## config.mk

```make
export PLATFORM = sky130hd
export DESIGN_NAME = cop_regacc
export DESIGN_NICKNAME = d
export VERILOG_FILES = /design/src/rtl/cop_pkg.sv /design/src/rtl/cop_decode.sv /design/src/rtl/cop_idregs.sv /design/src/rtl/cop_ctrlbank.sv /design/src/rtl/cop_regacc.sv
export SDC_FILE = /design/constraint.sdc
export NUM_CORES = 1
export LEC_CHECK = 0
export CAP_MARGIN = 20
export CELL_PAD_IN_SITES_DETAIL_PLACEMENT = 0
export CELL_PAD_IN_SITES_GLOBAL_PLACEMENT = 1
export CORE_UTILIZATION = 53
export DETAILED_ROUTE_END_ITERATION = 10
export DONT_BUFFER_PORTS = 1
export PLACE_DENSITY = 0.92
export SLEW_MARGIN = 25
export SYNTH_ARGS = -nofsm -noshare
export SYNTH_HDL_FRONTEND = slang
export SYNTH_SLANG_ARGS = --single-unit
```

## constraint.sdc

```tcl
create_clock -name clk -period 5.4 [get_ports clk]
set_input_delay 0.54 -clock clk [delete_from_list [all_inputs] [get_ports clk]]
set_output_delay 0.54 -clock clk [all_outputs]
set_load 0.02 [all_outputs]
```

## src/rtl/cop_pkg.sv

```systemverilog
// Package: shared types for the coprocessor register access unit.
// Assumes a 32-bit instruction word with the field layout used by cop_decode.
package cop_pkg;
    typedef enum logic [1:0] {
        CLS_NONE     = 2'd0,
        CLS_XFER     = 2'd1,
        CLS_DATAPROC = 2'd2,
        CLS_LDST     = 2'd3
    } cop_cls_t;

    typedef struct packed {
        cop_cls_t   cls;
        logic       is_read;
        logic [3:0] crn;
        logic [3:0] cpnum;
        logic [2:0] op2;
    } cop_dec_t;
endpackage

```

## src/rtl/cop_decode.sv

```systemverilog
// Module: cop_decode
// Splits a coprocessor instruction word into its fields and classifies it.
// It then produces the accept-read, accept-write and trap requests.
// Assumes a purely combinational use; the caller registers the results.
module cop_decode
    import cop_pkg::*;
#(
    parameter logic [3:0] CP_NUM = 4'd15
) (
    input  logic [31:0] word,
    input  logic        priv,
    output cop_dec_t    dec,
    output logic        acc_rd,
    output logic        acc_wr,
    output logic        trap_req
);
    logic hit;

    // Field extraction and instruction class.
    always_comb begin
        dec.is_read = word[20];
        dec.crn     = word[19:16];
        dec.cpnum   = word[11:8];
        dec.op2     = word[7:5];
        if (word[27:24] == 4'b1110)
            dec.cls = word[4] ? CLS_XFER : CLS_DATAPROC;
        else if (word[27:25] == 3'b110)
            dec.cls = CLS_LDST;
        else
            dec.cls = CLS_NONE;
    end

    // Acceptance and trap decisions for words aimed at this coprocessor.
    always_comb begin
        hit      = (dec.cpnum == CP_NUM) && (dec.cls != CLS_NONE);
        acc_rd   = hit && (dec.cls == CLS_XFER) && priv && dec.is_read;
        acc_wr   = hit && (dec.cls == CLS_XFER) && priv && !dec.is_read;
        trap_req = hit && ((dec.cls != CLS_XFER) || !priv);
    end
endmodule

```

## src/rtl/cop_idregs.sv

```systemverilog
// Module: cop_idregs
// Read view of register 0: cache type word for secondary opcode 1, otherwise
// the identification word. Assumes the caller only uses it for register 0.
module cop_idregs #(
    parameter logic [3:0]  LAYOUT_REV = 4'h0,
    parameter logic [31:0] CACHE_TYPE = 32'h0
) (
    input  logic [2:0]  op2,
    output logic [31:0] word
);
    localparam logic [7:0]  IMPL_CODE = 8'h41;
    localparam logic [3:0]  SPEC_REV  = 4'h1;
    localparam logic [3:0]  ARCH_CODE = 4'h2;
    localparam logic [11:0] PART_NUM  = 12'h920;
    localparam logic [31:0] ID_WORD   = {IMPL_CODE, SPEC_REV, ARCH_CODE, PART_NUM, LAYOUT_REV};

    // Choose between the two register-0 views.
    always_comb begin
        word = (op2 == 3'd1) ? CACHE_TYPE : ID_WORD;
    end
endmodule

```

## src/rtl/cop_ctrlbank.sv

```systemverilog
// Module: cop_ctrlbank
// Plain storage for control registers 1..NUM_CTRL, each DATA_W bits wide.
// Assumes wr_en is only raised for accepted writes; register 0 has no storage.
module cop_ctrlbank #(
    parameter int DATA_W = 32,
    parameter int SEL_W  = 4,
    localparam int NUM_CTRL = (1 << SEL_W) - 1
) (
    input  logic              clk,
    input  logic              rst_n,
    input  logic              wr_en,
    input  logic [SEL_W-1:0]  wr_sel,
    input  logic [DATA_W-1:0] wr_val,
    input  logic [SEL_W-1:0]  rd_sel,
    output logic [DATA_W-1:0] rd_val
);
    logic [DATA_W-1:0] hold_q [1:NUM_CTRL];

    for (genvar gi = 1; gi <= NUM_CTRL; gi++) begin : g_reg
        // Load one holding register on a write that names it.
        always_ff @(posedge clk) begin
            if (!rst_n)
                hold_q[gi] <= '0;
            else if (wr_en && (wr_sel == SEL_W'(gi)))
                hold_q[gi] <= wr_val;
        end

        // a register changes only through a write naming it.
        p_hold_stable_r6: assert property (@(posedge clk) disable iff (!rst_n)
            !(wr_en && (wr_sel == SEL_W'(gi))) |=> $stable(hold_q[gi]));
    end

    // Read multiplexer; register 0 has no storage and reads as zero here.
    always_comb begin
        rd_val = '0;
        for (int i = 1; i <= NUM_CTRL; i++)
            if (rd_sel == SEL_W'(i))
                rd_val = hold_q[i];
    end
endmodule

```

## src/rtl/cop_regacc.sv

```systemverilog
// Module: cop_regacc (top)
// Front end for register transfers to the system-control coprocessor.
// It decodes each strobed word, then answers one cycle later with a read-valid
// pulse or a trap pulse; accepted writes return no pulse.
// Assumes at most one instruction per cycle; condition codes are handled upstream.
module cop_regacc
    import cop_pkg::*;
#(
    parameter int          DATA_W     = 32,
    parameter logic [3:0]  CP_NUM     = 4'd15,
    parameter logic [3:0]  LAYOUT_REV = 4'h0,
    parameter logic [31:0] CACHE_TYPE = 32'h0D172172
) (
    input  logic              clk,
    input  logic              rst_n,
    input  logic              instr_valid,
    input  logic [31:0]       instr_word,
    input  logic              priv_mode,
    input  logic [DATA_W-1:0] wr_data,
    output logic              rd_valid,
    output logic [DATA_W-1:0] rd_data,
    output logic              trap
);
    localparam int SEL_W = 4;

    cop_dec_t          dec;
    logic              acc_rd, acc_wr, trap_req;
    logic [31:0]       id_word;
    logic [DATA_W-1:0] bank_val;
    logic [DATA_W-1:0] rd_mux;

    cop_decode #(.CP_NUM(CP_NUM)) u_decode (
        .word     (instr_word),
        .priv     (priv_mode),
        .dec      (dec),
        .acc_rd   (acc_rd),
        .acc_wr   (acc_wr),
        .trap_req (trap_req)
    );

    cop_idregs #(.LAYOUT_REV(LAYOUT_REV), .CACHE_TYPE(CACHE_TYPE)) u_idregs (
        .op2  (dec.op2),
        .word (id_word)
    );

    cop_ctrlbank #(.DATA_W(DATA_W), .SEL_W(SEL_W)) u_bank (
        .clk    (clk),
        .rst_n  (rst_n),
        .wr_en  (instr_valid && acc_wr),
        .wr_sel (dec.crn),
        .wr_val (wr_data),
        .rd_sel (dec.crn),
        .rd_val (bank_val)
    );

    // Pick register-0 views or a holding register for the read path.
    always_comb begin
        rd_mux = (dec.crn == '0) ? DATA_W'(id_word) : bank_val;
    end

    // Register the one-cycle response.
    always_ff @(posedge clk) begin
        if (!rst_n) begin
            rd_valid <= 1'b0;
            trap     <= 1'b0;
            rd_data  <= '0;
        end else begin
            rd_valid <= instr_valid && acc_rd;
            trap     <= instr_valid && trap_req;
            if (instr_valid && acc_rd)
                rd_data <= rd_mux;
        end
    end

    // never both pulses.
    p_one_pulse_r10: assert property (@(posedge clk) disable iff (!rst_n)
        !(rd_valid && trap));

    // no response without a strobe.
    p_quiet_r10: assert property (@(posedge clk) disable iff (!rst_n)
        !instr_valid |=> (!rd_valid && !trap));

    // unprivileged transfer to this coprocessor traps.
    p_unpriv_trap_r7: assert property (@(posedge clk) disable iff (!rst_n)
        (instr_valid && !priv_mode && instr_word[27:24] == 4'b1110 && instr_word[4]
         && instr_word[11:8] == CP_NUM) |=> (trap && !rd_valid));

    // load/store form to this coprocessor traps.
    p_ldst_trap_r8: assert property (@(posedge clk) disable iff (!rst_n)
        (instr_valid && instr_word[27:25] == 3'b110 && instr_word[11:8] == CP_NUM)
        |=> trap);

    // identification word on register 0, secondary opcode other than 1.
    p_id_word_r3: assert property (@(posedge clk) disable iff (!rst_n)
        (instr_valid && priv_mode && instr_word[27:24] == 4'b1110 && instr_word[4]
         && instr_word[20] && instr_word[11:8] == CP_NUM && instr_word[19:16] == 4'd0
         && instr_word[7:5] != 3'd1)
        |=> (rd_valid && rd_data == DATA_W'({8'h41, 4'h1, 4'h2, 12'h920, LAYOUT_REV})));

    // cache type word on register 0, secondary opcode 1.
    p_cache_word_r4: assert property (@(posedge clk) disable iff (!rst_n)
        (instr_valid && priv_mode && instr_word[27:24] == 4'b1110 && instr_word[4]
         && instr_word[20] && instr_word[11:8] == CP_NUM && instr_word[19:16] == 4'd0
         && instr_word[7:5] == 3'd1)
        |=> (rd_valid && rd_data == DATA_W'(CACHE_TYPE)));
endmodule

```

==> flow_metrics.tcl <==
set metrics [dict create \
    crit_path_frequent_cell "nand2_1" \
    cp-start-kind "input port" \
    synth_seq_area_share 0.632 \
    cts_buffers 50 \
    grt_util_met2 0.473 \
    cp_top_family "simple AND/OR/NAND/NOR gates" \
    synth_edf_count 480 \
    cts_root_buffer "clkbuf_16" \
    tns_ps 0 \
    critical_path.slowest_cell "nand2_1" \
    first_pass_iters 5 \
    grt_pass1_wl_mm 103 \
    drc_errors 0 \
    core-area_um2 44300 \
    worstMarginPinSlew_ps 973 \
    cap_violations 0 \
    cts_tree "built" \
    placed_area_um2 24400 \
    end_kind "flop" \
    std_cell_rows 77 \
    synth_warnings 0 \
    worst_slack_ps 2710 \
    total_power_mw 8.33 \
    final_antenna_net_count 0 \
    detail_route.iter0.violations 2597 \
    synth_nets 1989 \
    critPathMaxFanout 137 \
    outcome "complete, no violations" \
    p_per_area_nw_per_um2 322 \
    dr_total_vias 16272 \
    fin_nets 1912 \
    clock_latency_ps 590 \
    ioPinCount 102 \
    portBuffers 0 \
    cp_slowest_stage_delay_ps 840 \
    antenna_found_initial 4 \
    irDropWorstVdd_uv 239 \
    use_met1 0.406 \
    routed_wirelength_mm 69.6 \
    ys.flop_type "edfxtp_1" \
    skew_ps 16.3 \
    die_y_um 214 \
    area_growth_pct 8.33 \
    place_inst 2384 \
    grt_max_degree 155 \
    grt_use_total 0.301 \
    hold_buffers 0 \
    clk_path_buf_depth 3 \
    maxSlewHeadroom 0.335 \
    worst_hold_slack_ps 79.3 \
    drive_gt1_frac 0.101 \
    p_leak_nw 8.85 \
    postSynthCellCount 1921 \
    cts_resized 0 \
    gr-usage-met3 0.0648 \
    synth_seq_cells 514 \
    critPathBufInv 0 \
    worstPathRequired_ps 5820 \
    nFillCells 3398 \
    netlist_area_um2 23900 \
    htreeDepth 2 \
    start_util 0.539 \
    fmax_mhz 371 \
    post_cts.repair.setup_buffers 0 \
    fin_crit_ps 2690 \
    design.die.area_um2 45900 \
    hold_path_class "input port to flop" \
    die_x_um 214 \
    final_max_slew_viol_count 0 \
    synth_area_per_cell_um2 12.4 \
    utilization 0.584 \
    ys_types 68 \
    critPathKind "input port to flop" \
    worstPathArrival_ps 3120 \
    first_global_vias 15686 \
    grt-busiest-layer "met2" \
    post-route-period-util 0.499 \
    globalplace.congestion 0.877 \
    overflow 0 \
    routedWlPerCell_um 28.1 \
    fin_area_um2 25900 \
    hold_viol_final 0 \
    setup_viol_count_final 0 \
    async_flop_share 0 \
    cts_sinks 514 \
    path_cells "nand2_1 -> nor2_1 -> nand2_1 -> o21ai_0 -> a2111oi_0 -> o32ai_1" \
    stdcell_count 2475 \
    pre_cts_ws_ps 2240 \
    rsz0062_at_grt "no" \
    dp_hpwl_mm 42.6 \
    viasPerCell 6.57 \
    clk_pin_slew_worst_paths_ps 60 \
]
-- placed cells by master (no fill, tap or decap), types with 9 or more instances in the layout --
master | netlist | final
edfxtp_1 | 480 | 480
nand3_1 | 21 | 21
dfxtp_1 | 34 | 34
clkinv_1 | 3 | 17
a22oi_1 | 27 | 27
a221o_1 | 9 | 9
mux2_2 | 25 | 25
and2_1 | 485 | 485
o211ai_1 | 12 | 12
o221ai_1 | 17 | 17
a221oi_1 | 27 | 27
nand2_1 | 71 | 71
buf_4 | 9 | 45
mux4_2 | 11 | 11
o21ai_0 | 119 | 104
clkbuf_1 | 79 | 15
nor2_2 | 6 | 17
clkbuf_16 | 0 | 51
o21ai_4 | 0 | 15
a21oi_1 | 93 | 93
a211oi_1 | 18 | 18
mux2i_1 | 40 | 40
o22ai_1 | 21 | 21
nor3_1 | 21 | 21
nor2_1 | 58 | 46
nor2b_1 | 16 | 15
-- cell type report --
type	instances	area (um^2)	share of cell area
Sequential cell	514	15100	0.583
Multi-Input combinational cell	1219	8110	0.313
Clock buffer	66	1330	0.0515
Tap cell	592	741	0.0286
Timing Repair Buffer	48	420	0.0163
Clock inverter	24	131	0.00508
Inverter	11	41.3	0.00160
Antenna cell	1	2.50	0.0000967
-- power by group --
part	internal (mW)	switching, mW
Clock	1.77	1.47
Sequential	4.52	0.0561
Combinational	0.165	0.333
Total	6.46	1.86
-- worst reg2reg max path, delay by kind of cell (launching register included) --
kind	cells	cell delay, ps
flip-flops	1	370
AO/OA/AOI/OAI	4	830
multiplexers	1	280
AND/OR/NAND/NOR	1	380
-- sequential cells by signal, summed over array words and instances, names as in the netlist --
signal,cells
trap,1
rd_valid,1
rd_data,32
u_bank.hold_q,480
-- cells by family (layout without fill, tap and decap cells) --
kind of cell / count (synthesis) / after routing / synth area share
flops: 514 / 514 / 0.632
mux: 78 / 78 / 0.0399
other cells: 0 / 1 / 0
buf+inv: 188 / 149 / 0.0374
compound gates: 430 / 430 / 0.119
simple gates: 711 / 711 / 0.172
-- cell usage after synthesis (6+ instances only) --
| cell type | instances | area share |
|---|---|---|
| a211oi_1 | 18 | 0.0057 |
| a21o_1 | 7 | 0.0022 |
| a21oi_1 | 93 | 0.019 |
| a221o_1 | 9 | 0.0038 |
| a221oi_1 | 27 | 0.0099 |
| a22o_1 | 8 | 0.0029 |
| a22oi_1 | 27 | 0.0085 |
| a31oi_1 | 7 | 0.0018 |
| a32oi_1 | 6 | 0.0022 |
| and2_1 | 485 | 0.13 |
| and3_1 | 7 | 0.0018 |
| buf_2 | 56 | 0.012 |
| buf_4 | 9 | 0.0028 |
| buf_6 | 7 | 0.0033 |
| clkbuf_1 | 79 | 0.012 |
| clkbuf_2 | 25 | 0.0052 |
| dfxtp_1 | 34 | 0.029 |
| edfxtp_1 | 480 | 0.60 |
| inv_1 | 8 | 0.0013 |
| mux2_2 | 25 | 0.012 |
| mux2i_1 | 40 | 0.017 |
| mux4_2 | 11 | 0.010 |
| nand2_1 | 71 | 0.011 |
| nand3_1 | 21 | 0.0044 |
| nor2_1 | 58 | 0.0091 |
| nor2_2 | 6 | 0.0016 |
| nor2b_1 | 16 | 0.0042 |
| nor3_1 | 21 | 0.0044 |
| o2111ai_1 | 8 | 0.0029 |
| o211ai_1 | 12 | 0.0038 |
| o21ai_0 | 119 | 0.025 |
| o221ai_1 | 17 | 0.0062 |
| o22ai_1 | 21 | 0.0055 |
| o2bb2ai_1 | 6 | 0.0022 |
-- per-layer routing --
layer / up-vias / wire length (um)
li1: 6877 / -
met1: 8020 / 25700
met2: 1170 / 32100
met3: 197 / 8740
met4: 8 / 3000
met5: - / 59
-- final timing paths --
check                             start     endpoint  slack (ps)  cells after the start
setup reg to reg   u_bank.hold_q[0][58]  rd_data[26]        3460                      6
setup / recovery         instr_word[17]   rd_data[9]        2710                      6
hold / removal                    rst_n  rd_data[21]          80                      1
hold reg to reg   u_bank.hold_q[1][238]  rd_data[14]         530                      2
Note: power is estimated with default switching activity, not from simulation.
